### config.mk
export PLATFORM = sky130hd
export DESIGN_NAME = dds_wavegen
export DESIGN_NICKNAME = d
export VERILOG_FILES = /design/src/rtl/dds_wavegen.sv
export SDC_FILE = /design/constraint.sdc
export NUM_CORES = 1
export LEC_CHECK = 0
export ABC_AREA = 1
export CAP_MARGIN = 20
export CORE_MARGIN = 2
export CORE_UTILIZATION = 30
export CTS_CLUSTER_SIZE = 10
export DETAILED_ROUTE_END_ITERATION = 12
export DONT_BUFFER_PORTS = 1
export GPL_TIMING_DRIVEN = 0
export SKIP_LAST_GASP = 1
export SLEW_MARGIN = 20
export SYNTH_ARGS = -nofsm -noshare
export SYNTH_HDL_FRONTEND = slang
export SYNTH_SLANG_ARGS = --single-unit
### constraint.sdc
create_clock -name clk -period 10.1 [get_ports clk]
set_clock_uncertainty 0.15 [all_clocks]
set_input_delay 2.02 -clock clk [delete_from_list [all_inputs] [get_ports clk]]
set_output_delay 2.02 -clock clk [all_outputs]
set_load 0.01 [all_outputs]
### src/rtl/dds_wavegen.sv
module dds_wavegen #(
  parameter int ACC_W = 28
) (
  input  logic             clk,
  input  logic             rst,
  input  logic             sleep,
  input  logic             fsel,
  input  logic             psel,
  input  logic [1:0]       mode,
  input  logic             sq_div2,
  input  logic             ld_f0,
  input  logic             ld_f1,
  input  logic             ld_p0,
  input  logic             ld_p1,
  input  logic [ACC_W-1:0] fword,
  input  logic [11:0]      pword,
  output logic [9:0]       sample,
  output logic             sq_out
);
  localparam int PH_W  = 12;
  localparam int LUT_N = 1 << (PH_W - 4);
  localparam int HALF  = 2 * LUT_N;

  logic [ACC_W-1:0] f0_q, f1_q, acc_q;
  logic [PH_W-1:0]  p0_q, p1_q;
  logic [9:0]       samp_q, wave;
  logic             msb_q, tog_q;

  function automatic logic [8:0] quarter(input int p);
    int num, den;
    num = 511 * 4 * p * (HALF - p);
    den = (5 * HALF * HALF) / 4 - p * (HALF - p);
    return 9'(num / den);
  endfunction

  logic [8:0] lut [LUT_N];
  for (genvar g = 0; g < LUT_N; g++) begin : g_lut
    assign lut[g] = quarter(g);
  end

  wire [PH_W-1:0] ph  = acc_q[ACC_W-1 -: PH_W] + (psel ? p1_q : p0_q);
  wire [7:0]      idx = ph[10] ? ~ph[9:2] : ph[9:2];
  wire [9:0]      q   = {1'b0, lut[idx]};

  always_comb begin
    case (mode)
      2'b00:   wave = ph[11] ? (10'd511 - q) : (10'd512 + q);
      2'b01:   wave = ph[11] ? ~ph[10:1] : ph[10:1];
      default: wave = {10{ph[11]}};
    endcase
  end

  always_ff @(posedge clk) begin
    if (ld_f0) f0_q <= fword;
    if (ld_f1) f1_q <= fword;
    if (ld_p0) p0_q <= pword;
    if (ld_p1) p1_q <= pword;
  end

  always_ff @(posedge clk) begin
    if (rst) begin
      acc_q  <= '0;
      samp_q <= 10'd512;
      msb_q  <= 1'b0;
      tog_q  <= 1'b0;
    end else if (!sleep) begin
      acc_q  <= acc_q + (fsel ? f1_q : f0_q);
      samp_q <= wave;
      msb_q  <= ph[11];
      tog_q  <= tog_q ^ (ph[11] & ~msb_q);
    end
  end

  assign sample = samp_q;
  assign sq_out = sq_div2 ? tog_q : msb_q;
endmodule

Word level (Yosys, flattened, before mapping)
Memories as Yosys holds them, arrays and structs flattened.
Index checks and enable logic that the tools add are counted.
Cells by class
  add/subtract/negate cells: 4
  magnitude comparators: 1
  equality and inequality tests: 1
  muxes and demuxes: 9
  bitwise gates (word level): 6
  reductions and logical operators: 1
Operators with widths (number)
  adder 28 bit: 1
  two-way mux 28 bit: 1
  two-way mux 10 bit: 2
  one-hot mux 10 bit (2 select lines): 1
  two-way mux 9 bit: 2
  adder 12 bit: 1
  two-way mux 12 bit: 1
  adder 10 x 9 -> 10 bit, first input constant: 1
  inverter 10 bit: 1
  subtractor 9 x 9 -> 10 bit, first input constant: 1
  greater-or-equal comparator 9 bit, second input constant: 1
  inverter 8 -> 9 bit: 1
  two-way mux 8 bit: 1
  inverter 8 bit: 1
  == test 2 x 1 -> 1 bit, second input constant: 1
  logical NOT 2 bit: 1
  AND 1 bit: 1
  two-way mux 1 bit: 1
  inverter 1 bit: 1
  bitwise XOR 1 bit: 1
Word-level totals
  register bits: 120
  bits in read-only memories: 2304
  input port bits: 52
  output and inout port bits: 11
  memories: 1
Memories
  (name not given): words 256, width 9, rd ports 1, clocked after Yosys merged registers in 0, wr ports 0, RTL line 43  | wire [9:0] q = {1'b0, lut[idx]};

Depth between registers and ports, before layout
  word-level depth: 11
  depth in mapped cells: 33
  mapped depth without buffers: 31

Least setup slack after synthesis
OpenSTA, ideal clock, no wires.
  kind: input to register
  from: input port fsel
  to: register acc_q[22]
  arrival time: 4.963 ns
  data required time: 9.834 ns
  setup slack: 4.871 ns
  stages on the path: 15
  path buffers: 2
  cells stage by stage: clkbuf_1 -> clkbuf_1 -> o21ai_0 -> fa_1 -> o21ai_0 -> a31oi_1 -> o21ai_0 -> a21oi_1 -> o21ai_0 -> nand3_1 -> nand2_1 -> xnor2_1 -> nand2_1 -> o211ai_1 -> inv_1
On the way
  longest elaborated chain between the ends: 2
RTL lines
  start, declared: RTL line 7  | input logic fsel,
  two-way mux 28 bit: RTL line 67  | acc_q <= acc_q + (fsel ? f1_q : f0_q);
  adder 28 bit: RTL line 67
  end signal, assigned: RTL line 67
  end, declared: RTL line 24  | logic [ACC_W-1:0] f0_q, f1_q, acc_q;
No other way between the ends.
A chain may end at the register's enable or synchronous reset.

Final worst setup path
Ends and elaborated chain as after synthesis.

==> results.toml <==
[synthesis]
yosys_register_bits = 120
synth_cells = 1199
yosysSeqAreaShare_pct = 36.7
yosysMostFrequentCell = "nand2_1"
avgSynthCellArea_um2 = 7.28
synth_area_um2 = 8730
synth_async_sr_flop_share_pct = 0
yosysTopAreaCell = "edfxtp_1"
ys_types = 43
synth_edf_count = 80
ys_warn_count = 0
netlist.area_leader.share_pct = 27.5
syn_nets = 1301
synth_area_leaders = "edfxtp_1, nand2_1, nand3_1, dfxtp_1, ha_1"
synthTopCellsByCount = "nand2_1, nand3_1, inv_1, nor2_1, edfxtp_1"
synth-main-ff-cell = "edfxtp_1"

[power]
ir_drop_mv = 0.136
p_leak_nw = 4.61
cellPowerDensity_nw_per_um2 = 282

[min_path]
hold_path.class = "flip-flop to flip-flop"
min-delay-start = "acc_q[27]"

[cells_and_area]
drive_above_1_share_pct = 8.69
final_core_util_pct = 34.2
nFillCells = 3090
area_delta_synth_final_pct = 12.3
antenna_cells = 0
fin_nets = 1320
fin_cells = 1615

[sta]
period_share_pct = 58.5
tightest_slew_ns = 0.668
slew_violations = 0
rsz0062_at_grt = "false"
relSlewSlack_pct = 55.0
fin_crit_ns = 5.91
setup_violations = 0
fin_tns_setup_ns = 0
hold_viol_final = 0
clock.fmax_mhz = 169
whs_ns = 0.348
setup_ws_ns = 4.19

[die]
initial_utilization_pct = 30.4
die_h_um = 175
io_pins = 63
dieArea_um2 = 30500
rows = 62
die_w_um = 175
coreArea_um2 = 28700

[run_status]
status = "complete, no violations"

[drt]
num_vias = 8135
dr.pass1.iters = 6
wirelength_mm = 26.2
drt_iter0_drc = 817
wl_per_cell_um = 16.2
final_antenna_net_count = 0
drc = 0
vias_per_cell = 5.04

[global_route]
grt_pass1_vias = 7813
antenna_found_initial = 0
grt.overflow.total = 0
grt_usage_pct = 17.3
grt_pass1_wl_mm = 41.6
grt_max_degree = 29

[placement]
place_ws_ns = 3.67
dpl.hpwl_mm = 19.9
dpl.cell_count = 1583
gp_congestion = 0.956
port_buffers = 0

[worst_setup_path]
path_class = "input port to flip-flop"
critPathTopFamily = "compound AO/OA/AOI/OAI gates"
worst_setup_path_end_kind = "flip-flop"
arrival_ns = 6.07
startpoint = "fsel"
cp_common_cell = "o21ai_0"
required_ns = 10.25
crit_path_start_kind = "input port"
cpMaxStageDelayCell = "o21ai_0"
r2r-start = "p1_q[5]"
cp_cell_sequence = "clkbuf_1 > clkbuf_1 > o21ai_0 > fa_1 > o21ai_0 > a31oi_1 > o21ai_0 > a21oi_1 > o21ai_0 > nand3_1 > nand2_1 > xnor2_1 > nand2_1 > o211ai_1 > inv_1"
slowest_delay_ns = 0.57
cp_max_fo = 10
crit_buf_inv = 3

[cts]
ctsRootBufferMaster = "clkbuf_16"
clock_latency_ns = 0.42
htreeDepth = 4
clockBufferDepth = 2
post-cts-setup-buffers = 0
cts_tree = "done"
cts_hold_buf = 0
clkSlewWorstSetupHoldPaths_ns = 0.05
cts_resized = 0
numCtsBuffers = 17
cts.sinks = 120

[run]
maxCapViolations = 0
[worst paths after layout]
path,end,slack (ns),cells past startpoint
setup / recovery,acc_q[22],4.19,15
hold / removal,acc_q[27],0.35,2
setup reg to reg,sample[4],5.94,27
hold reg to reg,acc_q[27],0.35,2
[kinds of logic (layout without fill, tap and decap cells)]
logic type      count (synthesis)  count (layout)  synth area share (%)
xor+xnor                       25              25                  3.05
buf+inv                       160             192                  7.58
fa+ha+maj                      50              50                  7.34
compound gates                157             157                  10.0
flops                         120             120                  36.7
mux                            27              27                  3.48
simple gates                  660             660                  31.8
[per-layer routing]
layer	global-route usage [%]	share of wire [%]
met1	21.2	42
met4	8.51	4.2
met5	0	0
met3	3.98	7.3
met2	28.7	46
[tightest hold or removal path: stages, from the launching register on]
cell and delay (ns):
dfxtp_1 0.29, inv_1 0.09, a21oi_1 0.07
[state kept, by name, indices dropped and copies added, names as in the netlist]
signal	cells
tog_q	1
f0_q	28
sample	10
f1_q	28
msb_q	1
p1_q	12
p0_q	12
acc_q	28
[through the flow]
stage          cell area [um2]  total power, mW
2_1_floorplan             8730             1.72
3_3_place_gp              9210             2.13
3_5_place_dp              9210             2.12
4_1_cts                   9810             2.74
5_1_grt                   9810             2.96
6_report                  9810             2.76
[cells in the final DEF (no fill, tap or decap), drive strengths merged, types with 27 or more instances in the layout]
cell type / count
clkbuf: 39
nor2: 88
dfxtp: 40
ha: 48
nand3: 164
edfxtp: 80
nand2: 376
o21ai: 65
mux2: 27
a21oi: 59
inv: 119
[cell type report]
cell class / count / area, um2 / share of cell area, %
multi-input combinational: 919 / 4870 / 49.6
clock inverter: 12 / 149 / 1.52
buffer: 43 / 223 / 2.27
clock buffer: 20 / 447 / 4.55
tap: 384 / 480 / 4.90
inverter: 117 / 439 / 4.48
sequential: 120 / 3200 / 32.7
[power breakdown]
| group | leakage (nW) | internal [mW] | switching, mW |
|---|---|---|---|
| clock | 0.296 | 0.393 | 0.213 |
| sequential | 1.12 | 0.578 | 0.0323 |
| combinational | 3.20 | 0.485 | 1.06 |
(Power assumes the default switching activity.)
